--- config.mk ---
export PLATFORM = sky130hd
export DESIGN_NAME = evt_history_buf
export DESIGN_NICKNAME = d
export VERILOG_FILES = /design/src/rtl/ehb_pkg.sv /design/src/rtl/ehb_ctrl.sv /design/src/rtl/ehb_data.sv /design/src/rtl/evt_history_buf.sv
export SDC_FILE = /design/constraint.sdc
export NUM_CORES = 1
export LEC_CHECK = 0
export BUFFER_PORTS_ARGS = -buffer_cell sky130_fd_sc_hd__buf_4
export CORE_MARGIN = 5
export CORE_UTILIZATION = 30
export CTS_CLUSTER_SIZE = 10
export DETAILED_ROUTE_END_ITERATION = 7
export GPL_TIMING_DRIVEN = 0
export PLACE_DENSITY = 0.42
export SETUP_SLACK_MARGIN = 0.05
export SYNTH_ARGS = -nofsm -noshare
export SYNTH_HDL_FRONTEND = slang
export SYNTH_SLANG_ARGS = --single-unit
--- constraint.sdc ---
create_clock -name clk -period 4 [get_ports clk]
set_input_delay 0.2 -clock clk [delete_from_list [all_inputs] [get_ports clk]]
set_output_delay 0.2 -clock clk [all_outputs]
set_load 0.02 [all_outputs]
--- src/rtl/ehb_pkg.sv ---
package ehb_pkg;
  typedef enum logic [1:0] {
    ST_CAPTURE = 2'd0,
    ST_READ    = 2'd1,
    ST_DONE    = 2'd2
  } ehbState_e;

  // Strobes from control to datapath
  typedef struct packed {
    logic wrEn;       // store the current record at the write pointer
    logic clrPtr;     // return the write pointer to slot 0
    logic loadRd;     // load the read pointer with the oldest slot
    logic fromWrPtr;  // oldest slot is the post-write write pointer (wrapped)
    logic advRd;      // step the read pointer
  } ehbStrobe_t;
endpackage

--- src/rtl/ehb_ctrl.sv ---
module ehb_ctrl
  import ehb_pkg::*;
#(
  parameter int DEPTH = 32
) (
  input  logic       clk,
  input  logic       rstN,
  input  logic       sampleEn,
  input  logic       errFlag,
  input  logic       rearm,
  input  logic       outReady,
  output ehbStrobe_t strobe,
  output logic       outValid,
  output logic       outLast,
  output logic       frozen
);
  localparam int CNT_W = $clog2(DEPTH + 1);
  localparam logic [CNT_W-1:0] DEPTH_C = CNT_W'(DEPTH);

  ehbState_e state, nextState;
  logic [CNT_W-1:0] fillCnt, fillAfter;
  logic [CNT_W-1:0] readCnt;
  logic isNewest;

  assign isNewest = (CNT_W'(readCnt + 1'b1) == fillCnt);

  always_comb begin
    strobe    = '0;
    nextState = state;
    fillAfter = fillCnt;
    unique case (state)
      ST_CAPTURE: begin
        strobe.wrEn = sampleEn;
        if (sampleEn && fillCnt != DEPTH_C) fillAfter = CNT_W'(fillCnt + 1'b1);
        if (errFlag) begin
          if (fillAfter == '0) begin
            nextState = ST_DONE;
          end else begin
            nextState        = ST_READ;
            strobe.loadRd    = 1'b1;
            strobe.fromWrPtr = (fillAfter == DEPTH_C);
          end
        end
      end
      ST_READ: begin
        strobe.advRd = outReady;
        if (outReady && isNewest) nextState = ST_DONE;
      end
      ST_DONE: begin
        if (rearm) begin
          strobe.clrPtr = 1'b1;
          nextState     = ST_CAPTURE;
        end
      end
      default: nextState = ST_CAPTURE;
    endcase
  end

  always_ff @(posedge clk or negedge rstN) begin
    if (!rstN) begin
      state   <= ST_CAPTURE;
      fillCnt <= '0;
      readCnt <= '0;
    end else begin
      state <= nextState;
      if (state == ST_CAPTURE) fillCnt <= fillAfter;
      else if (strobe.clrPtr)  fillCnt <= '0;
      if (strobe.loadRd)      readCnt <= '0;
      else if (strobe.advRd)  readCnt <= CNT_W'(readCnt + 1'b1);
    end
  end

  assign outValid = (state == ST_READ);
  assign outLast  = (state == ST_READ) && isNewest;
  assign frozen   = (state != ST_CAPTURE);
endmodule

--- src/rtl/ehb_data.sv ---
module ehb_data
  import ehb_pkg::*;
#(
  parameter int DEPTH = 32,
  parameter int ENT_W = 6
) (
  input  logic             clk,
  input  logic             rstN,
  input  ehbStrobe_t       strobe,
  input  logic [ENT_W-1:0] wrEntry,
  output logic [ENT_W-1:0] rdEntry
);
  localparam int PTR_W = (DEPTH > 1) ? $clog2(DEPTH) : 1;
  localparam logic [PTR_W-1:0] LAST_SLOT = PTR_W'(DEPTH - 1);

  logic [ENT_W-1:0] store [DEPTH];
  logic [PTR_W-1:0] wrPtr, rdPtr, wrPtrAfter;

  function automatic logic [PTR_W-1:0] stepPtr(input logic [PTR_W-1:0] p);
    return (p == LAST_SLOT) ? '0 : PTR_W'(p + 1'b1);
  endfunction

  assign wrPtrAfter = strobe.wrEn ? stepPtr(wrPtr) : wrPtr;

  always_ff @(posedge clk) begin
    if (strobe.wrEn) store[wrPtr] <= wrEntry;
  end

  always_ff @(posedge clk or negedge rstN) begin
    if (!rstN) begin
      wrPtr <= '0;
      rdPtr <= '0;
    end else begin
      if (strobe.clrPtr) wrPtr <= '0;
      else               wrPtr <= wrPtrAfter;
      if (strobe.loadRd)     rdPtr <= strobe.fromWrPtr ? wrPtrAfter : '0;
      else if (strobe.advRd) rdPtr <= stepPtr(rdPtr);
    end
  end

  assign rdEntry = store[rdPtr];
endmodule

--- src/rtl/evt_history_buf.sv ---
module evt_history_buf
  import ehb_pkg::*;
#(
  parameter int IDX_W = 5,
  parameter int DEPTH = 32
) (
  input  logic             clk,
  input  logic             rstN,
  input  logic             sampleEn,
  input  logic [IDX_W-1:0] evtIdx,
  input  logic             evtKnown,
  input  logic             errFlag,
  input  logic             rearm,
  input  logic             outReady,
  output logic             outValid,
  output logic [IDX_W-1:0] outIdx,
  output logic             outKnown,
  output logic             outLast,
  output logic             frozen
);
  localparam int ENT_W = IDX_W + 1;

  ehbStrobe_t       strobe;
  logic [ENT_W-1:0] rdEntry;

  ehb_ctrl #(.DEPTH(DEPTH)) u_ctrl (
    .clk(clk), .rstN(rstN), .sampleEn(sampleEn), .errFlag(errFlag),
    .rearm(rearm), .outReady(outReady), .strobe(strobe),
    .outValid(outValid), .outLast(outLast), .frozen(frozen)
  );

  ehb_data #(.DEPTH(DEPTH), .ENT_W(ENT_W)) u_data (
    .clk(clk), .rstN(rstN), .strobe(strobe),
    .wrEntry({evtKnown, evtIdx}), .rdEntry(rdEntry)
  );

  assign outIdx   = rdEntry[IDX_W-1:0];
  assign outKnown = rdEntry[IDX_W];
endmodule

* Yosys cells after proc, flatten, opt, wreduce, memory -nomap -nowiden *
Memory sizes are Yosys's and may differ from the RTL's.
Index checks and enable logic that the tools add are counted.

storage, ports and cells
  flip-flop bits (word level) = 24
  RAM bits = 192
  input port bits = 12
  output and inout bits = 9
  word-level logic and storage cells = 56
  memories kept = 1

memory list
  name          words  bits a word  read ports  clocked after Yosys merged registers in  wr ports  RTL line        source
  u_data.store  32     6            1           0                                        1         ehb_data.sv:16  logic [ENT_W-1:0] store [DEPTH];

operators by class
  $add $sub $neg = 4
  equal/unequal tests = 10
  multiplexer cells = 27
  reduce and logical (&&, ||, !) cells = 9

operator list
  cell                   count
  $mux W6                6
  $mux W5                7
  $mux W2                7
  $add A6 B1 Y6 const B  2
  $add A5 B1 Y5 const B  2
  $eq A5 B5 Y1 const B   2
  $eq A6 B6 Y1           1
  $eq A6 B6 Y1 const B   1
  $logic_not A6 Y1       1
  $mux W1                6
  $ne A6 B6 Y1 const B   1
  $pmux W2 S3            1
  $reduce_bool A2 Y1     3
  $ne A2 B2 Y1 const B   2
  $logic_and A1 B1 Y1    3
  $reduce_and A3 Y1      1
  $eq A2 B1 Y1 const B   1
  $eq A2 B2 Y1 const B   1
  $logic_not A2 Y1       1
  $ne A2 B1 Y1 const B   1

* Longest topological paths before layout *
Gate-level depths: netlist (run 1).

  depth in word-level cells = 10
  gate-level depth with buffers = 8
  gate-level depth less buffers = 8

* Cells and area by module *
Synthesis (run 1) repeated with hierarchy kept, for this count alone.

unflattened totals
  cells, all modules = 566
  area, all modules = 9223.8 um2

modules (own cells, without submodules)
  module    times used  cells an instance  area each (um2)  seq. area each (um2)
  ehb_data  1           454                8229.1           6015.8
  ehb_ctrl  1           112                994.7            350.3

* Least setup slack after synthesis (run 1) *
OpenSTA, ideal clock, no wires.

  path type = reg2out
  start point = register u_ctrl.readCnt[0]
  end point = output outLast
  arrival = 2.013 ns
  data required time = 3.800 ns
  setup slack = 1.787 ns
  cell stages (with the launch flop) = 7
  path buffers = 0
  path through = dfrtp_1 > ha_1 > and2_1 > o21ai_0 > a31oi_1 > or3_1 > nor3b_1

between the ends
  word-level cells in the longest chain between the ends = 3

RTL lines
  item                      RTL line               source
  start: declaration        ehb_ctrl.sv:22         logic [CNT_W-1:0] readCnt;
  start signal: assignment  ehb_ctrl.sv:69         else if (strobe.advRd) readCnt <= CNT_W'(readCnt + 1'b1);
  $add A6 B1 Y6             ehb_ctrl.sv:25         assign isNewest = (CNT_W'(readCnt + 1'b1) == fillCnt);
  $eq A6 B6 Y1              ehb_ctrl.sv:25
  $logic_and A1 B1 Y1       ehb_ctrl.sv:74         assign outLast = (state == ST_READ) && isNewest;
  end: declaration          evt_history_buf.sv:18  output logic outLast,

Every way passes these cells.

* Worst setup path in the final report (run 1) *
  start point = register u_data.rdPtr[0]
  end point = output outIdx[2]

between the ends
  word-level cells in the longest chain between the ends = 1

RTL lines
  item                      RTL line               source
  start: declaration        ehb_data.sv:17         logic [PTR_W-1:0] wrPtr, rdPtr, wrPtrAfter;
  start signal: assignment  ehb_data.sv:36         if (strobe.loadRd) rdPtr <= strobe.fromWrPtr ? wrPtrAfter : '0;
  start signal: assignment  ehb_data.sv:37         else if (strobe.advRd) rdPtr <= stepPtr(rdPtr);
  $mem_v2 Z32 W6            n/a
  end: declaration          evt_history_buf.sv:16  output logic [IDX_W-1:0] outIdx,

Every way passes these cells.

==> results of run 1 <==
## sequential cells by signal, indices dropped and copies added, names as in the netlist
register / flops
u_ctrl.state: 2
u_data.store: 192
u_data.wrPtr: 5
u_data.rdPtr: 5
u_ctrl.fillCnt: 6
u_ctrl.readCnt: 6
## power by group through the flow
stage	combinational [uW]	sequential, uW	clock, uW
6_report	2860	2710	2320
5_1_grt	3110	2720	2480
4_1_cts	2900	2710	2390
3_5_place_dp	2890	2750	0
2_1_floorplan	1940	2720	0
3_3_place_gp	2870	2750	0
## layout make-up
type	count	area, um2
buffer	36	174
clock buffer	37	733
clock inverter	5	104
fill	2976	19900
inverter	9	33.8
multi-input combinational	347	2820
sequential	216	6370
tap	396	495
timing repair buffer	22	173
## logic make-up (layout without fill, tap and decap cells)
group	count (synthesis)	in the layout
adder cells (fa/ha/maj)	10	10
multiplexers	73	73
XOR/XNOR	13	13
AO/OA/AOI/OAI	89	89
flip-flops	216	216
buffers and inverters	45	109
AND/OR/NAND/NOR	162	162
## worst max-delay path: stages, from the launching register on
cell	delay, ps
dfrtp_1	380
buf_2	210
buf_2	340
buf_2	380
mux2i_1	130
o221ai_1	260
o22ai_1	140
a211oi_1	410
a31o_2	230
buf_4	160
## metal layers
layer | track usage, % | vias up
met5 | 0 | -
met4 | 3.56 | 0
met3 | 2.28 | 36
met2 | 21.2 | 108
met1 | 18.5 | 2691
li1 | - | 2485
## synthesized netlist by cell type, drive strengths merged (6+ instances only)
library cell  count
mux4             30
buf              16
nand4             7
nand2            38
o221ai           13
inv               8
a21oi             9
dfrtp            24
ha               10
o22ai             9
nand3            13
a31o              8
edfxtp          192
mux2i            31
xnor2             7
o21ai            17
mux2             12
nor2             63
clkbuf           20
and3              8
xor2              6
## stage by stage
| step | hold WS (ps) | std cells | util, % | total power [uW] |
|---|---|---|---|---|
| after global routing | 101 | 1068 | 35.4 | 8310 |
| after detailed placement | 140 | 1023 | 32.6 | 5640 |
| after floorplan | -95.6 | 608 | - | 4660 |
| final | 112 | 1068 | 35.4 | 7890 |
| after CTS | 87.3 | 1068 | 35.4 | 8000 |
| after global placement | 133 | 1023 | 32.6 | 5620 |
## final timing paths
| kind | from | to | cells after the start |
|---|---|---|---|
| setup / recovery | u_data.rdPtr[0] | outIdx[2] | 9 |
| hold / removal | evtKnown | u_data.store[29][5] | 1 |
| setup reg to reg | u_data.rdPtr[2] | u_data.rdPtr[4] | 8 |
| hold reg to reg | u_ctrl.readCnt[1] | u_ctrl.readCnt[1] | 2 |
| max in group asynchronous | rstN | u_ctrl.readCnt[3] | 2 |
| min in group asynchronous | rstN | u_ctrl.fillCnt[1] | 2 |
==> flow_metrics.env, run 1 <==
export IMPL_max_freq_mhz=295
export IMPL_critPathRequiredTime_ps=3800
export IMPL_clk_latency_ps=530
export IMPL_drt_iter0_markers=334
export IMPL_cts_sinks=216
export IMPL_grt_pass1_wl_um=35300
export IMPL_postRouteAntennaNets=0
export IMPL_worstPathArrival_ps=3190
export IMPL_grt_pass1_vias=5554
export IMPL_dr_pass1_iters=5
export IMPL_syn_inst=608
export IMPL_die_area_um2=35000
export IMPL_netlist_cell_type_count=58
export IMPL_fp_dieW_um=187
export IMPL_synth_compound_area_share_pct=7.09
export IMPL_syn_to_final_growth_pct=16.0
export IMPL_clk_pin_slew_ps=60
export IMPL_p_leak_uw=0.00368
export IMPL_synthSimpleGateAreaFrac_pct=8.42
export IMPL_final_common_cell="edfxtp_1"
export IMPL_finalHoldViolations=0
export IMPL_port_buffers=19
export IMPL_ys_seq_elements=216
export IMPL_pwr_share_comb_pct=36.2
export IMPL_cp_start_kind="flip-flop"
export IMPL_p_int_uw=5200
export IMPL_via_per_inst=4.98
export IMPL_ys_warn_count=0
export IMPL_synth_ff_type="edfxtp_1"
export IMPL_period_share_pct=84.7
export IMPL_wl_um=23400
export IMPL_swShare_pct=34.1
export IMPL_gp_congestion=0.793
export IMPL_met3_length_um=1050
export IMPL_yosysTopAreaCell="edfxtp_1"
export IMPL_avgSynthCellArea_um2=15.5
export IMPL_finalCriticalPeriod_ps=3390
export IMPL_die_y_um=187
export IMPL_yosysSeqAreaShare_pct=67.8
export IMPL_cts_root_buf="clkbuf_16"
export IMPL_num_vias=5320
export IMPL_synth_mux_area_share_pct=12.0
export IMPL_worstMarginPinSlew_ps=870
export IMPL_diodes=0
export IMPL_synth_xor_area_share_pct=1.21
export IMPL_setup_slack_ps=611
export IMPL_synthesis_nets=630
export IMPL_route_detailed_drc=0
export IMPL_cts_made_buffers=27
export IMPL_antenna_found_initial=0
export IMPL_power_density_nw_per_um2=724
export IMPL_postCtsHoldBufs=3
export IMPL_layout_common_cells="edfxtp_1, nor2_1, nand2_1"
export IMPL_pre_cts_slack_ps=1160
export IMPL_synth_top_family_by_area="multiplexers"
export IMPL_power_switching_uw=2690
export IMPL_synth_edf_count=192
export IMPL_topRoutingLayerUsed="met4"
export IMPL_grt_max_degree=33
export IMPL_cts_setup_buffers=0
export IMPL_relSlewSlack_pct=42.0
export IMPL_ctsResizeCount=0
export IMPL_wl_per_cell_um=21.9
export IMPL_hp_class="in -> reg"
export IMPL_placed_area_um2=10000
export IMPL_htree_levels=1
export IMPL_wl_met2_um=10800
export IMPL_setup_tns_final_ps=0
export IMPL_maxSlewViolCount=0
export IMPL_start_util_pct=30.6
export IMPL_yosys_top_cells_area="edfxtp_1, mux4_2, dfrtp_1"
export IMPL_drive_above_1_share_pct=18.6
export IMPL_drt_met1_wl_um=11000
export IMPL_status="finished clean"
export IMPL_grt_usage_pct=13.2
export IMPL_grt_ovfl_total=0
export IMPL_layout_nets=681
export IMPL_io_pins=21
export IMPL_r2r_slack_ps=1240
export IMPL_clockPowerShare_pct=29.4
export IMPL_design_area_um2=10900
export IMPL_core_um2=30700
export IMPL_hpwl_um=15700
export IMPL_seq_power_share_pct=34.3
export IMPL_synth_fa_ha_area_share_pct=1.33
export IMPL_async_flop_share_pct=11.1
export IMPL_finalSetupViolations=0
export IMPL_grt_setup_unrepaired="false"
export IMPL_ir_drop_v=0.000557
export IMPL_ctsLongestPathBuffers=3
export IMPL_cts_tree="yes"
export IMPL_path_max_fanout=10
export IMPL_crit_type="reg -> out"
export IMPL_synth_top_area_share_pct=61.4
export IMPL_synth_area_um2=9390
export IMPL_clock_skew_ps=10.4
export IMPL_cp_end_kind="primary output"
export IMPL_rows=64
export IMPL_cap_violations=0
Power figures use the tool's default switching activity.
==> run 2, diff against run 1 <==
- ABC_AREA: default -> 1
- PLACE_DENSITY: 0.42 -> 0.44
- clock period: 4 -> 3 ns (I/O delays scaled with it)
==> flow_metrics.env, run 2 <==
export IMPL_cts_setup_buffers=0
export IMPL_ff2ff_path_depth=5
export IMPL_clk_latency_ps=540
export IMPL_regArea_um2=6370
export IMPL_cp_end_kind="primary output"
export IMPL_cp_start_kind="flip-flop"
export IMPL_cp_cell_sequence="buf_2, inv_2, buf_2, o21ai_0, o22ai_1, nand2_1, o211ai_1, nand2_1, o21ai_1, buf_4"
export IMPL_fill_cells=3055
export IMPL_post_route_util_pct=35.1
export IMPL_reg_top3="u_data.store: 192 flops, u_ctrl.fillCnt: 6 flops, u_ctrl.readCnt: 6 flops"
export IMPL_syn_to_final_growth_pct=15.3
export IMPL_cap_violations=0
export IMPL_fp_dieW_um=186
export IMPL_synth_common_cells="edfxtp_1, nor2_1, nand2_1"
export IMPL_synth_edf_count=192
export IMPL_wl_per_cell_um=22.1
export IMPL_cts_tree="yes"
export IMPL_synth_top_family_by_area="simple AND/OR/NAND/NOR gates"
export IMPL_finalCriticalPeriod_ps=2910
export IMPL_clock_skew_ps=17.5
export IMPL_cts_root_buf="clkbuf_16"
export IMPL_hp_class="in -> reg"
export IMPL_layout_common_cells="edfxtp_1, nor2_1, nand2_1"
export IMPL_max_freq_mhz=343
export IMPL_hpwl_um=18700
export IMPL_route_detailed_drc=0
export IMPL_p_leak_uw=0.00384
export IMPL_avgSynthCellArea_um2=11.3
export IMPL_critPathSlowestCell="dfrtp_1"
export IMPL_cpPeakStageDelay_ps=390
export IMPL_path_max_fanout=10
export IMPL_synth_compound_area_share_pct=11.2
export IMPL_critPathRequiredTime_ps=2850
export IMPL_rows=64
export IMPL_final_common_cell="edfxtp_1"
export IMPL_ir_drop_v=0.000407
export IMPL_ys_seq_elements=216
export IMPL_synth_mux_area_share_pct=0.858
export IMPL_cts_made_buffers=26
export IMPL_io_pins=21
export IMPL_synth_most_common_cell="edfxtp_1"
export IMPL_dr_pass1_iters=6
export IMPL_gp_congestion=0.915
export IMPL_power_density_nw_per_um2=1000
export IMPL_core_um2=30700
export IMPL_ys_warn_count=0
export IMPL_die_y_um=186
export IMPL_relSlewSlack_pct=53.9
export IMPL_clk_pin_slew_ps=50
export IMPL_largest_register_ffs=192
export IMPL_power_uw=10800
export IMPL_grt_max_degree=33
export IMPL_drt_iter0_markers=682
export IMPL_yosysTopAreaCell="edfxtp_1"
export IMPL_period_share_pct=97.1
export IMPL_layout_nets=899
export IMPL_worstMarginPinSlew_ps=689
export IMPL_maxSlewViolCount=0
export IMPL_fin_hold_ws_ps=13.9
export IMPL_postRouteAntennaNets=0
export IMPL_grt_ovfl_total=0
export IMPL_start_util_pct=30.4
export IMPL_synthSimpleGateAreaFrac_pct=13.6
export IMPL_worstPathArrival_ps=2760
export IMPL_hold_depth=5
export IMPL_via_per_inst=5.04
export IMPL_grt_pass1_vias=6415
export IMPL_crit_type="reg -> out"
export IMPL_netlist_cell_type_count=34
export IMPL_ctsLongestPathBuffers=3
export IMPL_finalSetupViolations=0
export IMPL_synth_fa_ha_area_share_pct=1.34
export IMPL_port_buffers=20
export IMPL_largest_register="u_data.store"
export IMPL_r2r_slack_ps=590
export IMPL_yosys_top_cells_area="edfxtp_1, dfrtp_1, nor2_1"
export IMPL_diodes=0
export IMPL_wl_um=28400
export IMPL_grt_usage_pct=15.9
export IMPL_grt_setup_unrepaired="true"
export IMPL_htree_levels=1
export IMPL_antenna_found_initial=0
export IMPL_grt_pass1_wl_um=42300
export IMPL_num_vias=6485
export IMPL_fin_cells=1286
export IMPL_multi_input_area_um2=2610
export IMPL_yosysSeqAreaShare_pct=68.2
export IMPL_finalHoldViolations=0
export IMPL_async_flop_share_pct=11.1
export IMPL_synth_area_um2=9330
export IMPL_cts_sinks=216
export IMPL_die_area_um2=34700
export IMPL_synth_top_area_share_pct=61.8
export IMPL_status="finished clean"
export IMPL_synthesis_nets=850
export IMPL_dp_cells=1244
export IMPL_drive_above_1_share_pct=11.8
export IMPL_syn_inst=828
export IMPL_setup_tns_final_ps=0
export IMPL_synth_ff_type="edfxtp_1"
export IMPL_synth_xor_area_share_pct=0.899
==> run 2: changes by cell type in the layout (fill, tap and decap cells not counted), moves of 30 or more <==
cell and change:
nor2_1 +84, o21ai_0 +84, nand2_1 +71, o22ai_1 +43
inv_1 +34, mux4_2 -30
==> run 2: per-layer routing <==
layer | part of all wire, % | GRT usage, %
met3 | 6.3 | 2.62
met4 | 2.1 | 4.18
met1 | 46 | 23.0
met2 | 45 | 25.1
met5 | 0 | 0
==> run 2: worst paths after layout <==
| check | startpoint | end |
|---|---|---|
| min in group asynchronous | rstN | u_data.wrPtr[1] |
| min | errFlag | u_ctrl.state[1] |
| min reg2reg | u_ctrl.readCnt[1] | u_ctrl.readCnt[1] |
| max | u_data.rdPtr[0] | outIdx[4] |
| max in group asynchronous | rstN | u_data.rdPtr[1] |
| max reg2reg | u_ctrl.state[1] | u_data.store[19][1] |
==> run 2: where the power goes <==
group | internal [uW] | switching [uW] | total, uW
registers | 3480 | 175 | 3660
clock network | 1580 | 1190 | 2770
logic | 1260 | 3090 | 4350
==> run 2: cell families (layout without fill, tap and decap cells) <==
logic type,Yosys count,count (layout)
buffers and inverters,91,153
flip-flops,216,216
AND/OR/NAND/NOR,303,303
AO/OA/AOI/OAI,192,192
XOR/XNOR,8,8
adder cells (fa/ha/maj),10,10
multiplexers,8,8
==> run 2: critical path: cells and delay by family (launching register included) <==
family,cells,cell delay [ps]
and+or+nand+nor,2,180
AOI/OAI and AO/OA,4,830
DFF,1,390
buffers and inverters,4,850
==> run 2: layout make-up <==
| class | instances | area share, % |
|---|---|---|
| flip-flops and latches | 216 | 59.2 |
| multi-input cells | 521 | 24.3 |
| clock buffers | 36 | 6.40 |
| well taps | 396 | 4.61 |
| plain buffers | 38 | 1.88 |
| inverters | 53 | 1.87 |
| repair buffers | 21 | 1.49 |
| clock inverters | 5 | 0.291 |
==> run 2: stage by stage <==
step / area, um2 / worst slack, ps
2_1_floorplan: 9330 / 1220
3_3_place_gp: 9970 / 329
3_5_place_dp: 9970 / 338
4_1_cts: 10700 / 56.9
5_1_grt: 10800 / -0.467
6_report: 10800 / 86.4
==> run 2: repair_timing <==
action	4_1_cts	5_1_grt
endpoints found under the setup margin	6	6
hold buffers	1	0
endpoints found under the hold margin	24	0
gates resized for setup	22	11
